[src/rtl/split_pkg.sv]
package split_pkg;

  typedef enum logic [2:0] {
    ST_IDLE  = 3'd0,
    ST_FETCH = 3'd1,
    ST_ARB   = 3'd2,
    ST_WAIT  = 3'd3,
    ST_DMAWR = 3'd4,
    ST_HALT  = 3'd5
  } chan_st_t;

  typedef struct packed {
    logic dir_in;
    logic intr;
    logic odd;
    logic csplit;
  } chan_cfg_t;

endpackage

[src/rtl/split_uframe_gate.sv]
module split_uframe_gate #(
  parameter int UF_W = 3
) (
  input  logic [UF_W-1:0] uframe,
  input  logic            odd_sel,
  input  logic            intr,
  input  logic            csplit,
  output logic            go
);
  logic parity;

  generate
    if (UF_W > 1) begin : g_wide
      assign parity = uframe[0];
    end else begin : g_narrow
      assign parity = uframe;
    end
  endgenerate

  // Only interrupt start splits are tied to microframe parity.
  assign go = !intr || csplit || (parity == odd_sel);
endmodule

[src/rtl/split_arb_port.sv]
module split_arb_port
  import split_pkg::*;
(
  input  logic      clk,
  input  logic      rst,
  input  logic      want,
  input  logic      rearm,
  input  chan_cfg_t cfg,
  input  logic      arb_gnt,
  output logic      arb_req,
  output logic      won,
  output logic      rq_push,
  output logic      rq_periodic,
  output logic      rq_dir_in,
  output logic      rq_csplit
);
  logic mask_q;

  assign arb_req = want && !mask_q;
  assign won     = arb_req && arb_gnt;

  always_ff @(posedge clk) begin
    if (rst) begin
      mask_q <= 1'b0;
    end else if (rearm) begin
      mask_q <= 1'b0;
    end else if (won) begin
      mask_q <= 1'b1;
    end
  end

  always_ff @(posedge clk) begin
    if (rst) begin
      rq_push     <= 1'b0;
      rq_periodic <= 1'b0;
      rq_dir_in   <= 1'b0;
      rq_csplit   <= 1'b0;
    end else begin
      rq_push <= won;
      if (won) begin
        rq_periodic <= cfg.intr;
        rq_dir_in   <= cfg.dir_in;
        rq_csplit   <= cfg.csplit;
      end
    end
  end
endmodule

[src/rtl/split_halt_ctrl.sv]
module split_halt_ctrl (
  input  logic clk,
  input  logic rst,
  input  logic halt_set,
  input  logic dealloc,
  input  logic halt_clr,
  output logic halt_pulse,
  output logic halt_sts
);
  always_ff @(posedge clk) begin
    if (rst) begin
      halt_pulse <= 1'b0;
      halt_sts   <= 1'b0;
    end else begin
      halt_pulse <= halt_set && !dealloc;
      if (dealloc) begin
        halt_sts <= 1'b0;
      end else if (halt_set) begin
        halt_sts <= 1'b1;
      end else if (halt_clr) begin
        halt_sts <= 1'b0;
      end
    end
  end
endmodule

[src/rtl/split_seq_fsm.sv]
module split_seq_fsm
  import split_pkg::*;
(
  input  logic      clk,
  input  logic      rst,
  input  logic      en_start,
  input  logic      en_stop,
  input  chan_cfg_t cfg_in,
  input  logic      gate_go,
  input  logic      won,
  input  logic      link_tok_sent,
  input  logic      link_pkt_ok,
  input  logic      link_hs_ack,
  input  logic      dma_rd_done,
  input  logic      dma_wr_done,
  output chan_cfg_t cfg_q,
  output chan_st_t  state,
  output logic      want,
  output logic      rearm,
  output logic      halt_set,
  output logic      dma_rd_req,
  output logic      dma_wr_req
);
  chan_st_t nxt;
  logic     accept;

  assign accept = en_start && (state == ST_IDLE || state == ST_HALT);
  assign rearm  = accept || en_stop;
  assign want   = (state == ST_ARB) && gate_go;

  always_comb begin
    nxt      = state;
    halt_set = 1'b0;
    case (state)
      ST_IDLE, ST_HALT: begin
        if (accept) begin
          nxt = (!cfg_in.dir_in && !cfg_in.csplit) ? ST_FETCH : ST_ARB;
        end
      end
      ST_FETCH: if (dma_rd_done) nxt = ST_ARB;
      ST_ARB:   if (won) nxt = ST_WAIT;
      ST_WAIT: begin
        if (!cfg_q.csplit) begin
          if (cfg_q.dir_in ? link_tok_sent : link_hs_ack) begin
            nxt      = ST_HALT;
            halt_set = 1'b1;
          end
        end else if (cfg_q.dir_in) begin
          if (link_pkt_ok) nxt = ST_DMAWR;
        end else if (link_hs_ack) begin
          nxt      = ST_HALT;
          halt_set = 1'b1;
        end
      end
      ST_DMAWR: begin
        if (dma_wr_done) begin
          nxt      = ST_HALT;
          halt_set = 1'b1;
        end
      end
      default: nxt = ST_IDLE;
    endcase
    if (en_stop) begin
      nxt = ST_IDLE;
    end
  end

  always_ff @(posedge clk) begin
    if (rst) begin
      state      <= ST_IDLE;
      cfg_q      <= '0;
      dma_rd_req <= 1'b0;
      dma_wr_req <= 1'b0;
    end else begin
      state      <= nxt;
      dma_rd_req <= (nxt == ST_FETCH);
      dma_wr_req <= (nxt == ST_DMAWR);
      if (accept) begin
        cfg_q <= cfg_in;
      end
    end
  end
endmodule

[src/rtl/split_chan_seq.sv]
module split_chan_seq
  import split_pkg::*;
#(
  parameter int UF_W = 3
) (
  input  logic            clk,
  input  logic            rst,
  input  logic            sw_en_wr,
  input  logic            sw_en_val,
  input  logic            cfg_dir_in,
  input  logic            cfg_intr,
  input  logic            cfg_odd_sel,
  input  logic            cfg_csplit,
  input  logic [UF_W-1:0] uframe,
  output logic            arb_req,
  input  logic            arb_gnt,
  output logic            rq_push,
  output logic            rq_periodic,
  output logic            rq_dir_in,
  output logic            rq_csplit,
  input  logic            link_tok_sent,
  input  logic            link_pkt_ok,
  input  logic            link_hs_ack,
  output logic            dma_rd_req,
  input  logic            dma_rd_done,
  output logic            dma_wr_req,
  input  logic            dma_wr_done,
  input  logic            halt_clr,
  output logic            halt_pulse,
  output logic            halt_sts
);
  chan_cfg_t cfg_in, cfg_q;
  chan_st_t  state;
  logic      en_start, en_stop, gate_go, want, won, rearm, halt_set;

  assign en_start = sw_en_wr && sw_en_val;
  assign en_stop  = sw_en_wr && !sw_en_val;
  assign cfg_in   = '{dir_in: cfg_dir_in, intr: cfg_intr, odd: cfg_odd_sel, csplit: cfg_csplit};

  split_uframe_gate #(.UF_W(UF_W)) u_gate (
    .uframe (uframe),
    .odd_sel(cfg_q.odd),
    .intr   (cfg_q.intr),
    .csplit (cfg_q.csplit),
    .go     (gate_go)
  );

  split_seq_fsm u_fsm (
    .clk          (clk),
    .rst          (rst),
    .en_start     (en_start),
    .en_stop      (en_stop),
    .cfg_in       (cfg_in),
    .gate_go      (gate_go),
    .won          (won),
    .link_tok_sent(link_tok_sent),
    .link_pkt_ok  (link_pkt_ok),
    .link_hs_ack  (link_hs_ack),
    .dma_rd_done  (dma_rd_done),
    .dma_wr_done  (dma_wr_done),
    .cfg_q        (cfg_q),
    .state        (state),
    .want         (want),
    .rearm        (rearm),
    .halt_set     (halt_set),
    .dma_rd_req   (dma_rd_req),
    .dma_wr_req   (dma_wr_req)
  );

  split_arb_port u_arb (
    .clk        (clk),
    .rst        (rst),
    .want       (want),
    .rearm      (rearm),
    .cfg        (cfg_q),
    .arb_gnt    (arb_gnt),
    .arb_req    (arb_req),
    .won        (won),
    .rq_push    (rq_push),
    .rq_periodic(rq_periodic),
    .rq_dir_in  (rq_dir_in),
    .rq_csplit  (rq_csplit)
  );

  split_halt_ctrl u_halt (
    .clk       (clk),
    .rst       (rst),
    .halt_set  (halt_set),
    .dealloc   (en_stop),
    .halt_clr  (halt_clr),
    .halt_pulse(halt_pulse),
    .halt_sts  (halt_sts)
  );
endmodule

[config.mk]
export PLATFORM = sky130hd
export DESIGN_NAME = split_chan_seq
export DESIGN_NICKNAME = d
export VERILOG_FILES = /design/src/rtl/split_pkg.sv /design/src/rtl/split_uframe_gate.sv /design/src/rtl/split_arb_port.sv /design/src/rtl/split_halt_ctrl.sv /design/src/rtl/split_seq_fsm.sv /design/src/rtl/split_chan_seq.sv
export SDC_FILE = /design/constraint.sdc
export NUM_CORES = 1
export LEC_CHECK = 0
export BUFFER_PORTS_ARGS = -buffer_cell sky130_fd_sc_hd__buf_4
export CAP_MARGIN = 25
export CELL_PAD_IN_SITES_DETAIL_PLACEMENT = 1
export CELL_PAD_IN_SITES_GLOBAL_PLACEMENT = 2
export CORE_MARGIN = 10
export CORE_UTILIZATION = 29
export DETAILED_ROUTE_END_ITERATION = 8
export GPL_TIMING_DRIVEN = 0
export PLACE_DENSITY = 0.9
export SYNTH_ARGS = -nofsm -noshare
export SYNTH_HDL_FRONTEND = slang
export SYNTH_SLANG_ARGS = --single-unit
[constraint.sdc]
create_clock -name clk -period 2.79 [get_ports clk]
set_clock_uncertainty 0.15 [all_clocks]
set_input_delay 0.279 -clock clk [delete_from_list [all_inputs] [get_ports clk]]
set_output_delay 0.279 -clock clk [all_outputs]
set_load 0.05 [all_outputs]
==> results of run 1 <==
stage by stage:
step | setup slack (ns) | utilization | hold slack, ns | area (um^2)
3_5_place_dp | 0.964 | 0.392 | 0.301 | 981
4_1_cts | 0.782 | 0.407 | 0.0694 | 1020
3_3_place_gp | 0.985 | 0.392 | 0.293 | 981
2_1_floorplan | 1.09 | - | 0.273 | 763
6_report | 0.780 | 0.407 | 0.0679 | 1020
5_1_grt | 0.711 | 0.407 | 0.0666 | 1020
flip-flops by register name, summed over array words and instances, names as in the netlist:
register / count
u_halt.halt_sts: 1
u_fsm.dma_rd_req: 1
u_fsm.state: 3
u_arb.rq_push: 1
u_fsm.cfg_q: 4
u_arb.rq_csplit: 1
u_halt.halt_pulse: 1
u_fsm.dma_wr_req: 1
u_arb.rq_periodic: 1
u_arb.mask_q: 1
u_arb.rq_dir_in: 1
power breakdown:
part / switching, mW / total [mW] / internal, mW / leakage, nW
Clock: 0.0820 / 0.162 / 0.0796 / 0.0210
Combinational: 0.0408 / 0.0777 / 0.0369 / 0.303
Sequential: 0.00609 / 0.241 / 0.235 / 0.130
logic make-up after synthesis:
group,synth area share
simple gates,0.236
mux,0.0918
compound gates,0.159
buf+inv,0.0705
xor+xnor,0.0230
flops,0.420
area by class of cell:
cell class,instances,area (um^2),area share
multi-input combinational,58,389,0.383
sequential,16,320,0.315
timing repair buffer,24,180,0.177
tap,30,37.5,0.0369
clock buffer,4,36.3,0.0357
buffer,5,35.0,0.0344
inverter,5,18.8,0.0185
cell usage after synthesis:
cell type,count,area [um^2]
nand3_1,2,10.0
mux2i_1,7,70.1
a21oi_1,5,25.0
o211ai_1,2,15.0
xnor2_1,1,8.76
clkbuf_1,2,7.51
nand2_1,5,18.8
nor3_1,2,10.0
a22oi_1,1,7.51
o311ai_2,1,16.3
xor2_1,1,8.76
buf_6,2,22.5
o21ai_0,1,5.00
o221ai_1,1,8.76
nor4bb_1,1,10.0
inv_1,5,18.8
and3b_1,1,8.76
buf_2,1,5.00
and4b_1,1,10.0
or3_1,1,6.26
nand4_1,1,6.26
dfxtp_1,16,320
nor4b_2,1,15.0
a31o_2,2,17.5
o21a_1,1,7.51
nor2_1,12,45.0
nand3b_1,2,15.0
nor2b_1,3,18.8
o32a_1,1,10.0
o31a_1,1,8.76
nand2b_1,1,6.26
layer usage:
metal | wire length (um) | vias up
met1 | 934 | 338
met5 | 0 | -
li1 | - | 350
met2 | 1010 | 16
met4 | 59 | 0
met3 | 77 | 5
critical path, cell delays in order, from the launching register on:
cell     delay [ns]
dfxtp_1        0.50
nor4b_2        0.40
o31a_1         0.20
buf_4          0.19
worst paths after layout:
kind	to	slack, ns	cells past startpoint
hold / removal	u_fsm.cfg_q[2]	0.07	3
setup / recovery	arb_req	0.78	3
hold reg to reg	u_arb.rq_csplit	0.31	2
setup reg to reg	u_fsm.dma_rd_req	0.96	4
==> flow_metrics.tcl, run 1 <==
set metrics [dict create \
    yosysWarnings 0 \
    hold_viol 0 \
    clock_sinks 16 \
    syn_area_um2 763 \
    p_total_mw 0.480 \
    max-vdd-ir-drop_mv 0.209 \
    fp.dieH_um 71.3 \
    die_w_um 71.3 \
    cts_resized 0 \
    use_met1 0.0881 \
    avgSynthCellArea_um2 9.09 \
    grt_busiest_layer "met2" \
    numCtsBuffers 3 \
    place_congestion 0.777 \
    finalCritPeriodShare 0.720 \
    worstPathRequired_ns 2.36 \
    hold_buffers 0 \
    dp_hpwl_um 1680 \
    totalWireLength_um 2080 \
    overflow 0 \
    die_area_um2 5080 \
    period_minus_slack_ns 2.01 \
    clk_latency_ns 0.30 \
    met2_usage 0.131 \
    cts_root_buf "clkbuf_4" \
    h-tree-depth 1 \
    grt_usage 0.0799 \
    tritoncts "yes" \
    diodes 0 \
    final_nets 131 \
    grt_pass1_wl_um 3310 \
    cap_violations 0 \
    final_cell_mix "buf_4 (24), dfxtp_1 (16), nor2_1 (12)" \
    arrival_ns 1.58 \
    worst_pin_slew_ns 0.586 \
    vias_per_cell 4.99 \
    drt_iter0_drc 13 \
    clockBufferDepth 2 \
    hold_class "in -> reg" \
    start_kind "register" \
    outcome "completed" \
    antenna_found_initial 0 \
    fillers 312 \
    hp-start "cfg_intr" \
    first_global_vias 706 \
    reg2reg_from "u_fsm.cfg_q[0]" \
    crit_start "u_fsm.state[1]" \
    leakagePower_nw 0.454 \
    rsz0062_at_grt "false" \
    start_util 0.305 \
    fin_setup_tns_ns 0 \
    clk_pin_slew_worst_paths_ns 0.10 \
    wire_per_inst_um 14.7 \
    grtUsageMet3 0.0179 \
    synth_nets 102 \
    ys_seq_elements 16 \
    io_buffers 24 \
    layout-drive-gt1-share 0.313 \
    ios 27 \
    setup_viol 0 \
    grt_max_degree 11 \
    crit_fanout 8 \
    coreArea_um2 2500 \
    areaGrowthSynthToFinish_pct 33.3 \
    ant_nets 0 \
    remaining_drc_errors 0 \
    row_count 18 \
    vias 709 \
    slew_violations 0 \
    endpoint_kind "primary output" \
    final_common_cell "buf_4" \
    fmax_mhz 498 \
    synthCells 84 \
    critical_path_class "reg -> out" \
    layout.cells.non_filler 142 \
    ys_seq_area_frac 0.420 \
    dr.pass1.iters 4 \
    relSlewSlack 0.609 \
    power.density_nw_per_um2 472 \
    ys_types 31 \
    numPlacedInstances 138 \
    cts_setup_buffers 0 \
]
(Power assumes the default switching activity.)
==> run 2: changes to the inputs <==
- CORE_UTILIZATION: 29 -> 27
- PLACE_DENSITY: 0.9 -> 0.86
- clock period: 2.79 -> 2 ns (I/O delays scaled with it)
==> run 2 against run 1 <==
  * Cell count up 2.1%
  * First-iteration DRC count rose by 62%
  * Highest routed layer unchanged
  * Flip-flop and latch count is the same
  * Critical path depth stayed put
  * Via count is 1.7% higher
  * Die area grew 5.3%
  * Clock power increased by 36%
  * Non-clock buffer count increased by 2
  * Largest cell class unchanged
  * Core utilization decreased by 2.0 points
  * Count of clock-buffer cells in the layout stayed put
  * Total power increased by 40%
==> flow_metrics.tcl, run 2 (synthesis results as in run 1) <==
set metrics [dict create \
    setup_viol 0 \
    h-tree-depth 1 \
    dr.pass1.iters 4 \
    final_area_um2 1060 \
    arrival_ns 1.54 \
    die_area_um2 5350 \
    vias_per_cell 4.97 \
    clockBufferDepth 2 \
    place_congestion 0.746 \
    clk_pin_slew_worst_paths_ns 0.10 \
    largest_registers "u_fsm.cfg_q x4, u_fsm.state x3" \
    rsz0062_at_grt "true" \
    relSlewSlack 0.687 \
    io_buffers 24 \
    endpoint_kind "primary output" \
    totalWireLength_um 2140 \
    tritoncts "yes" \
    ios 27 \
    diodes 0 \
    vias 721 \
    clockPowerShare 0.327 \
    antenna_found_initial 0 \
    areaGrowthSynthToFinish_pct 38.5 \
    remaining_drc_errors 0 \
    regMostFlops "u_fsm.cfg_q" \
    p_switching_mw 0.178 \
    grt_max_degree 11 \
    grt_usage 0.0868 \
    clk_latency_ns 0.30 \
    first_global_vias 787 \
    place_area_um2 982 \
    outcome "completed" \
    row_count 19 \
    p_total_mw 0.673 \
    dp_hpwl_um 1720 \
    period_minus_slack_ns 1.89 \
    final_common_cell "buf_4" \
    final_nets 133 \
    largest_reg_flops 4 \
    final_cell_mix "buf_4 (24), dfxtp_1 (16), nor2_1 (12)" \
    worstPathRequired_ns 1.65 \
    hold_viol 0 \
    overflow 0 \
    multi_input_area_um2 408 \
    start_kind "register" \
    critical_path_class "reg -> out" \
    pwr-share-comb 0.174 \
    max-vdd-ir-drop_mv 0.343 \
    layout-drive-gt1-share 0.307 \
    cts_root_buf "clkbuf_4" \
    swShare 0.265 \
    ant_nets 0 \
    p_int_mw 0.495 \
    clock_sinks 16 \
    crit_fanout 8 \
    hold_class "in -> reg" \
    fmax_mhz 528 \
    slew_violations 0 \
    cts_setup_buffers 0 \
    wire_per_inst_um 14.8 \
    die_w_um 73.2 \
    cap_violations 0 \
    numCtsBuffers 3 \
    seqPwrFrac 0.500 \
    drt_iter0_drc 21 \
    regArea_um2 320 \
    finalCritPeriodShare 0.947 \
    power.density_nw_per_um2 637 \
    worst_pin_slew_ns 0.469 \
    grt_pass1_wl_um 3660 \
    layout_setup_ws_ns 0.105 \
    start_util 0.279 \
    fillers 334 \
    fp.dieH_um 73.2 \
    coreArea_um2 2730 \
    holdWs_ns 0.0109 \
    place_ws_ns 0.111 \
    leakagePower_nw 0.465 \
]
-- run 2: changes by cell type in the layout (fill, tap and decap cells not counted), sizes merged --
cell,change
dlygate4sd3,+2
-- run 2: final cells by class --
class | instances | share of cell area
plain buffers | 5 | 0.0331
inverters | 5 | 0.0178
flip-flops and latches | 16 | 0.303
repair buffers | 26 | 0.189
well taps | 31 | 0.0367
multi-input cells | 58 | 0.386
clock buffers | 4 | 0.0343
-- run 2: per-layer routing --
metal | part of all wire | track usage
met5 | 0 | 0
met4 | 0.018 | 0.0464
met3 | 0.054 | 0.0286
met2 | 0.53 | 0.150
met1 | 0.40 | 0.0903
-- run 2: through the flow --
step,setup TNS (ns),utilization,cells
floorplan,0,-,84
global placement,0,0.359,139
detailed placement,0,0.359,139
CTS,0,0.380,145
global route,-0.000481,0.387,145
finish,0,0.387,145
-- run 2: power by group through the flow --
stage          sequential [mW]  clock (mW)  combinational [mW]
6_report                 0.336       0.220               0.117
3_3_place_gp             0.343           0               0.108
5_1_grt                  0.339       0.244               0.129
4_1_cts                  0.336       0.231               0.114
3_5_place_dp             0.343           0               0.111
2_1_floorplan            0.348           0              0.0584
-- run 2: worst max-delay path, cell delays in order (launching register included) --
cell,delay (ns)
dfxtp_1,0.51
nor4b_4,0.36
o31a_1,0.20
buf_4,0.19
-- run 2: what timing repair did --
item / in CTS / in global routing
hold buffers: 2 / 0
hold endpoints to repair: 2 / 0
resized for setup: 0 / 2
endpoints found under the setup margin: 0 / 4
-- run 2: final timing paths --
kind	depth (start not counted)	to	start	slack, ns
worst max-delay path	3	arb_req	u_fsm.state[1]	0.11
worst min-delay path	3	u_fsm.cfg_q[0]	cfg_csplit	0.01
worst max register to register	5	u_fsm.dma_rd_req	u_fsm.cfg_q[0]	0.16
worst min register to register	2	u_arb.rq_csplit	u_arb.rq_csplit	0.33
